[config.mk]
export PLATFORM = sky130hd
export DESIGN_NAME = smb_txn_seq
export DESIGN_NICKNAME = d
export VERILOG_FILES = /design/src/rtl/smb_seq_pkg.sv /design/src/rtl/smb_seq_ram.sv /design/src/rtl/smb_txn_seq.sv
export SDC_FILE = /design/constraint.sdc
export NUM_CORES = 1
export LEC_CHECK = 0
export ABC_CLOCK_PERIOD_IN_PS = 5800
export CAP_MARGIN = 20
export CORE_AREA = 2 2 218 220
export DETAILED_ROUTE_END_ITERATION = 10
export DIE_AREA = 0 0 220 222
export PLACE_DENSITY = 0.77
export SETUP_SLACK_MARGIN = 0.02
export SYNTH_ARGS = -nofsm -noshare
export SYNTH_HDL_FRONTEND = slang
export SYNTH_SLANG_ARGS = --single-unit
[constraint.sdc]
create_clock -name clk -period 5.8 [get_ports clk]
set_input_delay 0.87 -clock clk [delete_from_list [all_inputs] [get_ports clk]]
set_output_delay 0.87 -clock clk [all_outputs]
set_load 0.02 [all_outputs]
[src/rtl/smb_seq_pkg.sv]
`timescale 1ns/1ps
package smb_seq_pkg;
  typedef enum logic [3:0] {
    K_QUICK = 4'd0, K_SEND = 4'd1, K_RECV = 4'd2, K_WRBYTE = 4'd3,
    K_RDBYTE = 4'd4, K_WRWORD = 4'd5, K_RDWORD = 4'd6, K_PCALL = 4'd7,
    K_BLKWR = 4'd8, K_BLKRD = 4'd9, K_BLKPCALL = 4'd10, K_RAWWR = 4'd11,
    K_RAWRD = 4'd12
  } kind_e;

  typedef enum logic [2:0] {
    OP_START = 3'd0, OP_RSTART = 3'd1, OP_STOP = 3'd2, OP_WRITE = 3'd3, OP_READ = 3'd4
  } op_e;

  typedef enum logic [3:0] {
    PH_IDLE, PH_START, PH_ADDR1, PH_CODE, PH_WCNT, PH_WDATA, PH_RSTART,
    PH_ADDR2, PH_RCNT, PH_RDATA, PH_RDUMP, PH_STOP, PH_FIN
  } phase_e;

  function automatic logic k_writes(kind_e k);
    return k inside {K_SEND, K_WRBYTE, K_WRWORD, K_PCALL, K_BLKWR, K_BLKPCALL, K_RAWWR};
  endfunction
  function automatic logic k_reads(kind_e k);
    return k inside {K_RECV, K_RDBYTE, K_RDWORD, K_PCALL, K_BLKRD, K_BLKPCALL, K_RAWRD};
  endfunction
  function automatic logic k_wcount(kind_e k);
    return k inside {K_BLKWR, K_BLKPCALL};
  endfunction
  function automatic logic k_rcount(kind_e k);
    return k inside {K_BLKRD, K_BLKPCALL};
  endfunction
  function automatic logic k_fromram(kind_e k);
    return k inside {K_BLKWR, K_BLKPCALL, K_RAWWR};
  endfunction
  function automatic logic k_uselen(kind_e k);
    return k_fromram(k) || (k == K_RAWRD);
  endfunction
  function automatic logic k_word(kind_e k);
    return k inside {K_WRWORD, K_RDWORD, K_PCALL};
  endfunction
endpackage

[src/rtl/smb_seq_ram.sv]
`timescale 1ns/1ps
module smb_seq_ram #(
  parameter int DW    = 8,
  parameter int DEPTH = 32,
  parameter int AW    = $clog2(DEPTH)
) (
  input  logic          clk,
  input  logic          we,
  input  logic [AW-1:0] waddr,
  input  logic [DW-1:0] wdata,
  input  logic [AW-1:0] raddr,
  output logic [DW-1:0] rdata
);
  logic [DW-1:0] mem [DEPTH];

  always_ff @(posedge clk) begin
    if (we) mem[waddr] <= wdata;
    rdata <= mem[raddr];
  end
endmodule

[src/rtl/smb_txn_seq.sv]
`timescale 1ns/1ps
module smb_txn_seq
  import smb_seq_pkg::*;
#(
  parameter int MAX_BLK = 32,
  parameter int CW      = $clog2(MAX_BLK + 1),
  parameter int AW      = $clog2(MAX_BLK)
) (
  input  logic          clk,
  input  logic          rst,
  input  logic          cmd_valid,
  input  logic [3:0]    cmd_kind,
  input  logic [6:0]    cmd_addr,
  input  logic          cmd_qbit,
  input  logic [7:0]    cmd_code,
  input  logic [15:0]   cmd_word,
  input  logic [CW-1:0] cmd_len,
  output logic          busy,
  input  logic          wbuf_we,
  input  logic [AW-1:0] wbuf_addr,
  input  logic [7:0]    wbuf_data,
  output logic          eng_req,
  output logic [2:0]    eng_op,
  output logic [7:0]    eng_wdata,
  output logic          eng_ack,
  input  logic          eng_done,
  input  logic          eng_nack,
  input  logic [7:0]    eng_rdata,
  output logic          rsp_done,
  output logic          rsp_err,
  output logic [15:0]   rsp_word,
  output logic [CW-1:0] rsp_count,
  input  logic [AW-1:0] rbuf_addr,
  output logic [7:0]    rbuf_data
);
  localparam logic [7:0]    MAXB8  = 8'(MAX_BLK);
  localparam logic [CW-1:0] MAXBC  = CW'(MAX_BLK);
  localparam logic [CW-1:0] ONE    = CW'(1);
  localparam logic [3:0]    KLAST  = 4'(K_RAWRD);

  phase_e        ph;
  kind_e         kind_q, ck;
  logic [6:0]    addr_q;
  logic          qbit_q;
  logic [7:0]    code_q;
  logic [15:0]   word_q;
  logic [CW-1:0] len_q, nwr_q, nrd_q, idx_q, rcv_q;
  logic          pend, gap, err_q, rdnack_q, wnack_q;
  logic [7:0]    wb_q;
  logic          wr_last, rd_last, active, issue, reject, opdone, rb_we;
  op_e           iss_op;
  logic [7:0]    iss_dat;
  logic          iss_ack;

  assign ck      = kind_e'(cmd_kind);
  assign reject  = (cmd_kind > KLAST) || (k_uselen(ck) && (cmd_len == '0 || cmd_len > MAXBC));
  assign wr_last = (idx_q + ONE) == nwr_q;
  assign rd_last = (idx_q + ONE) == nrd_q;
  assign active  = !(ph inside {PH_IDLE, PH_FIN});
  assign issue   = active && !pend && !gap;
  assign opdone  = eng_done && pend;
  assign rb_we   = opdone && (ph == PH_RDATA);
  assign busy    = (ph != PH_IDLE);
  assign rsp_count = rcv_q;

  smb_seq_ram #(.DW(8), .DEPTH(MAX_BLK), .AW(AW)) u_wbuf (
    .clk(clk), .we(wbuf_we), .waddr(wbuf_addr), .wdata(wbuf_data),
    .raddr(idx_q[AW-1:0]), .rdata(wb_q));

  smb_seq_ram #(.DW(8), .DEPTH(MAX_BLK), .AW(AW)) u_rbuf (
    .clk(clk), .we(rb_we), .waddr(idx_q[AW-1:0]), .wdata(eng_rdata),
    .raddr(rbuf_addr), .rdata(rbuf_data));

  // Primitive chosen for the current phase.
  always_comb begin
    iss_op  = OP_WRITE;
    iss_dat = 8'h00;
    iss_ack = 1'b0;
    unique case (ph)
      PH_START:  iss_op = OP_START;
      PH_ADDR1:  iss_dat = {addr_q, (kind_q == K_QUICK) ? qbit_q : (kind_q == K_RECV)};
      PH_CODE:   iss_dat = code_q;
      PH_WCNT:   iss_dat = 8'(len_q);
      PH_WDATA:  iss_dat = k_fromram(kind_q) ? wb_q : (idx_q[0] ? word_q[15:8] : word_q[7:0]);
      PH_RSTART: iss_op = OP_RSTART;
      PH_ADDR2:  iss_dat = {addr_q, 1'b1};
      PH_RCNT:   begin iss_op = OP_READ; iss_ack = 1'b1; end
      PH_RDATA:  begin iss_op = OP_READ; iss_ack = !rd_last; end
      PH_RDUMP:  iss_op = OP_READ;
      PH_STOP:   iss_op = OP_STOP;
      default:   iss_op = OP_WRITE;
    endcase
  end

  always_ff @(posedge clk) begin
    if (rst) begin
      ph <= PH_IDLE; pend <= 1'b0; gap <= 1'b0; err_q <= 1'b0;
      eng_req <= 1'b0; eng_op <= 3'd0; eng_wdata <= 8'h00; eng_ack <= 1'b0;
      rsp_done <= 1'b0; rsp_err <= 1'b0; rsp_word <= '0; rcv_q <= '0;
      idx_q <= '0; nwr_q <= '0; nrd_q <= '0; len_q <= '0;
      rdnack_q <= 1'b0; wnack_q <= 1'b0;
      kind_q <= K_QUICK; addr_q <= '0; qbit_q <= 1'b0; code_q <= '0; word_q <= '0;
    end else begin
      eng_req  <= 1'b0;
      rsp_done <= 1'b0;
      gap      <= 1'b0;
      if (issue) begin
        eng_req <= 1'b1; eng_op <= iss_op; eng_wdata <= iss_dat; eng_ack <= iss_ack;
        pend <= 1'b1;
      end
      case (ph)
        PH_IDLE: if (cmd_valid) begin
          kind_q <= ck; addr_q <= cmd_addr; qbit_q <= cmd_qbit; code_q <= cmd_code;
          word_q <= cmd_word; len_q <= cmd_len;
          nwr_q <= k_fromram(ck) ? cmd_len : (k_word(ck) ? CW'(2) : ONE);
          nrd_q <= (ck == K_RAWRD) ? cmd_len : (k_word(ck) ? CW'(2) : ONE);
          err_q <= reject; idx_q <= '0; rcv_q <= '0; rsp_word <= '0;
          rdnack_q <= 1'b0; wnack_q <= 1'b0; gap <= 1'b1;
          ph <= reject ? PH_FIN : PH_START;
        end
        PH_FIN: begin
          rsp_done <= 1'b1; rsp_err <= err_q; ph <= PH_IDLE;
        end
        default: if (opdone) begin
          pend <= 1'b0;
          gap  <= 1'b1;
          if (eng_op == OP_READ && !eng_ack) rdnack_q <= 1'b1;
          if (eng_op == OP_WRITE && eng_nack) begin
            err_q <= 1'b1; wnack_q <= 1'b1; ph <= PH_STOP;
          end else begin
            case (ph)
              PH_START: ph <= PH_ADDR1;
              PH_ADDR1: ph <= (kind_q == K_QUICK) ? PH_STOP :
                              (kind_q == K_RECV)  ? PH_RDATA :
                              (kind_q == K_SEND)  ? PH_WDATA : PH_CODE;
              PH_CODE:  ph <= !k_writes(kind_q) ? PH_RSTART :
                              (k_wcount(kind_q) ? PH_WCNT : PH_WDATA);
              PH_WCNT:  ph <= PH_WDATA;
              PH_WDATA: if (wr_last) begin
                idx_q <= '0;
                ph    <= k_reads(kind_q) ? PH_RSTART : PH_STOP;
              end else idx_q <= idx_q + ONE;
              PH_RSTART: ph <= PH_ADDR2;
              PH_ADDR2:  ph <= k_rcount(kind_q) ? PH_RCNT : PH_RDATA;
              PH_RCNT: if (eng_rdata == 8'h00 || (kind_q == K_BLKRD && eng_rdata > MAXB8)) begin
                err_q <= 1'b1; ph <= PH_RDUMP;
              end else begin
                nrd_q <= (eng_rdata > MAXB8) ? MAXBC : CW'(eng_rdata);
                ph    <= PH_RDATA;
              end
              PH_RDATA: begin
                rcv_q <= rcv_q + ONE;
                if (idx_q == '0) rsp_word[7:0]  <= eng_rdata;
                if (idx_q == ONE) rsp_word[15:8] <= eng_rdata;
                if (rd_last) ph <= PH_STOP;
                else idx_q <= idx_q + ONE;
              end
              PH_RDUMP: ph <= PH_STOP;
              PH_STOP:  ph <= PH_FIN;
              default:  ph <= PH_IDLE;
            endcase
          end
        end
      endcase
    end
  end

  AST_REQ_PULSE: assert property (@(posedge clk) disable iff (rst) eng_req |=> !eng_req);
  AST_IDLE_QUIET: assert property (@(posedge clk) disable iff (rst) !busy |-> !eng_req);
  AST_DONE_PULSE: assert property (@(posedge clk) disable iff (rst) rsp_done |=> !rsp_done);
  AST_COUNT_CAP: assert property (@(posedge clk) disable iff (rst) rsp_count <= MAXBC);
  AST_NACKREAD_STOP: assert property (@(posedge clk) disable iff (rst)
    (eng_req && rdnack_q) |-> (eng_op == 3'(OP_STOP)));
  AST_WNACK_STOP: assert property (@(posedge clk) disable iff (rst)
    (eng_req && wnack_q) |-> (eng_op == 3'(OP_STOP)));
endmodule

==> out/qor.json <==
{
  "floorplan.initialDensity": {"value": 0.545},
  "routed_wire_length_per_instance": {"value": 23.9, "unit": "um"},
  "drc": {"value": 0},
  "ys_seq_area_frac": {"value": 0.705},
  "area_growth_from_synthesis_to_final_layout": {"value": 15.0, "unit": "%"},
  "drt_pre_antenna_iters": {"value": 6},
  "ctsHtreeMaxLevel": {"value": 2},
  "vdd.ir_drop.worst": {"value": 278, "unit": "uV"},
  "wire_length_reported_by_the_detailed_router": {"value": 55.2, "unit": "mm"},
  "detailedRoute.firstIterationViolations": {"value": 1541},
  "finalClockSkew": {"value": 0.0182, "unit": "ns"},
  "worstSkewPairLatency": {"value": 0.63, "unit": "ns"},
  "yosys.area.top_type": {"value": "edfxtp_1"},
  "postSynth.topFlopCell": {"value": "edfxtp_1"},
  "post_synth_inst_count": {"value": 1535},
  "worst_hold_slack": {"value": 0.455, "unit": "ns"},
  "fp.coreArea": {"value": 46300, "unit": "sq um"},
  "synth_edf_count": {"value": 512},
  "synthesis.nets": {"value": 1614},
  "synthesis.yosys.warnings": {"value": 0},
  "synthDistinctLibCells": {"value": 63},
  "final.setup.tns": {"value": 0, "unit": "ns"},
  "cts_made_buffers": {"value": 59},
  "critical-path-max-stage-delay": {"value": 0.64, "unit": "ns"},
  "cts.sinks": {"value": 632},
  "post_cts_hold_buffer_count": {"value": 0},
  "crit_fanout": {"value": 27},
  "final_antenna_net_count": {"value": 0},
  "io_buffers": {"value": 119},
  "first_global_vias": {"value": 14200},
  "run_status": {"value": "finished clean"},
  "yosys.area.top_type_share": {"value": 0.610},
  "critical_path.cell_chain": {"value": "nor4_4, buf_4, clkinv_1, clkdlybuf4s50_1"},
  "drv_cap": {"value": 0},
  "fp.dieArea": {"value": 48800, "unit": "sq um"},
  "power_leakage": {"value": 9.13, "unit": "nW"},
  "final-max-slew-violation-count": {"value": 0},
  "synthesis.area": {"value": 25200, "unit": "sq um"},
  "cp_num_cells": {"value": 4},
  "dpl_cell_area": {"value": 26900, "unit": "sq um"},
  "routed-via-count": {"value": 14200},
  "power.density_cell_area": {"value": 369, "unit": "nW/um^2"},
  "synth.top_cells.by_area": {"value": "edfxtp_1, mux4_2, dfxtp_1"},
  "arrival": {"value": 2.95, "unit": "ns"},
  "worst_r2r_path_depth": {"value": 8},
  "timing.setup.critical_path_class": {"value": "flop to output pin"},
  "yosys.cell_count.top_type": {"value": "edfxtp_1"},
  "hold-path-cell-count": {"value": 2},
  "rows": {"value": 79},
  "num-nets-final": {"value": 1730},
  "antenna_found_initial": {"value": 0},
  "die_w": {"value": 220, "unit": "um"},
  "clkTransAtPathRegs": {"value": 0.07, "unit": "ns"},
  "post_synth.cell_area_avg": {"value": 16.4, "unit": "sq um"},
  "data_required_critical_path": {"value": 4.93, "unit": "ns"},
  "start_kind": {"value": "flop"},
  "synthArstFlopShare": {"value": 0},
  "grt_setup_unrepaired": {"value": "false"},
  "vias_per_cell": {"value": 6.15},
  "placedCellCount": {"value": 2187},
  "hold_violation_count_in_the_final_report": {"value": 0},
  "crit_path_top_delay_cell": {"value": "dfxtp_1"},
  "finish.instance_area": {"value": 29000, "unit": "sq um"},
  "grt-ovfl-total": {"value": 0},
  "gp_congestion": {"value": 0.928},
  "worst_slew_margin_rel": {"value": 0.287},
  "ctsResizeCount": {"value": 0},
  "place.detailed.hpwl": {"value": 35.0, "unit": "mm"},
  "nFillCells": {"value": 3167},
  "cts_tree": {"value": "yes"},
  "layout_min_cycle_time": {"value": 3.82, "unit": "ns"},
  "critical_path_buffers_and_inverters": {"value": 3},
  "critical_path_end_type": {"value": "output pin"},
  "cts_setup_buffers": {"value": 0},
  "fin_cells": {"value": 2306},
  "setup-violations-final": {"value": 0},
  "max_freq": {"value": 262, "unit": "MHz"},
  "critical-path-top-delay-family": {"value": "buffers and inverters"},
  "timing_worst_slew_pin_value": {"value": 1.07, "unit": "ns"},
  "pre_cts_ws": {"value": 1.63, "unit": "ns"},
  "clockRootBuffer": {"value": "clkbuf_16"},
  "finalWorstSetupSlack": {"value": 1.98, "unit": "ns"},
  "share_of_final_layout_standard_cells_stronger_than_drive_strength_1": {"value": 0.172},
  "grt_max_degree": {"value": 104},
  "design.portCount": {"value": 120},
  "antenna-diode-count": {"value": 0},
  "grt_pass1_wl": {"value": 83.3, "unit": "mm"},
  "fin_util": {"value": 0.627},
  "die_boundary_height": {"value": 222, "unit": "um"},
  "hold_class": {"value": "flop to flop"},
  "synth_top_cells_by_count": {"value": "edfxtp_1, mux4_2, nand2_1, nor2_1, dfxtp_1"},
  "finalCritPeriodShare": {"value": 0.659},
  "total_power": {"value": 10.7, "unit": "mW"},
  "cts-root-to-sink-buffers": {"value": 3},
  "grt_use_total": {"value": 0.225},
  "synth_seq_cells": {"value": 632}
}
## registers in the layout (all words and copies together) (netlist names), 3 cells and up
signal        cells
u_rbuf.mem      256
u_wbuf.mem      256
rsp_word         16
word_q           16
code_q            8
eng_wdata         8
u_rbuf.rdata      8
u_wbuf.rdata      8
addr_q            7
idx_q             6
len_q             6
nrd_q             6
nwr_q             6
rsp_count         6
kind_q            4
ph                4
eng_op            3
## path summary, 6_finish.rpt
check             startpoint   endpoint  slack, ns
setup reg to reg       ph[3]   idx_q[4]       2.05
hold reg to reg    word_q[0]  word_q[0]       0.45
hold / removal     word_q[0]  word_q[0]       0.45
setup / recovery       ph[3]       busy       1.98
## power by group
part	switching [mW]	leakage, nW	internal, mW	total, mW
clock network	1.60	0.909	2.13	3.73
logic	0.980	2.63	0.713	1.69
registers	0.199	5.59	5.07	5.27
total	2.78	9.13	7.91	10.7
## final cells by class
class	instances	area, sq um	share of cell area
Clock buffer	82	1620	0.0560
Clock inverter	27	245	0.00846
Inverter	11	41.3	0.00142
Multi-Input combinational cell	801	7040	0.243
Sequential cell	632	17800	0.613
Tap cell	607	759	0.0262
Timing Repair Buffer	146	1500	0.0518
## per-layer routing
metal / vias up / wire length [um] / global-route usage
li1: 6259 / - / -
met2: 588 / 28500 / 0.383
met1: 7235 / 21900 / 0.301
met4: 0 / 1510 / 0.0762
met5: - / 0 / 0
met3: 102 / 3250 / 0.0298
## worst reg2reg max path, cell delays in order (launching register included)
cell and delay, ns:
dfxtp_1 0.64, nor4_4 0.39, buf_4 0.34, and2_2 0.89, a21oi_1 0.17, nor3_2 0.20
o21ai_1 0.27, or4_1 0.57, a31oi_1 0.18
## cells by family (layout without fill, tap and decap cells)
family | Yosys count | after routing | synth area share
XOR/XNOR | 21 | 21 | 0.00838
AO/OA/AOI/OAI | 191 | 191 | 0.0499
buffers and inverters | 102 | 266 | 0.0163
AND/OR/NAND/NOR | 407 | 407 | 0.0760
multiplexers | 177 | 177 | 0.142
adder cells (fa/ha/maj) | 5 | 5 | 0.00248
flip-flops | 632 | 632 | 0.705
## cells in the final DEF, fill, tap and decap left out, types with 10 or more instances in the layout
| master | synthesis | layout |
|---|---|---|
| mux2i_1 | 25 | 25 |
| dfxtp_1 | 120 | 118 |
| clkbuf_1 | 55 | 18 |
| nand2_1 | 143 | 143 |
| clkbuf_16 | 0 | 62 |
| nand3b_1 | 10 | 10 |
| buf_4 | 0 | 21 |
| mux4_2 | 144 | 144 |
| nand4_1 | 10 | 10 |
| nor2_1 | 134 | 134 |
| a21oi_1 | 71 | 71 |
| o211ai_1 | 14 | 14 |
| edfxtp_1 | 512 | 512 |
| xor2_1 | 12 | 12 |
| nand3_1 | 25 | 25 |
| clkdlybuf4s50_1 | 0 | 116 |
| clkinv_1 | 2 | 10 |
| a211oi_1 | 10 | 10 |
| a31oi_1 | 12 | 12 |
| nor2b_1 | 13 | 13 |
| a22oi_1 | 48 | 48 |
| o21ai_0 | 14 | 14 |
| nor3_1 | 19 | 19 |
| clkinv_2 | 0 | 10 |
Note: power is estimated with default switching activity, not from simulation.
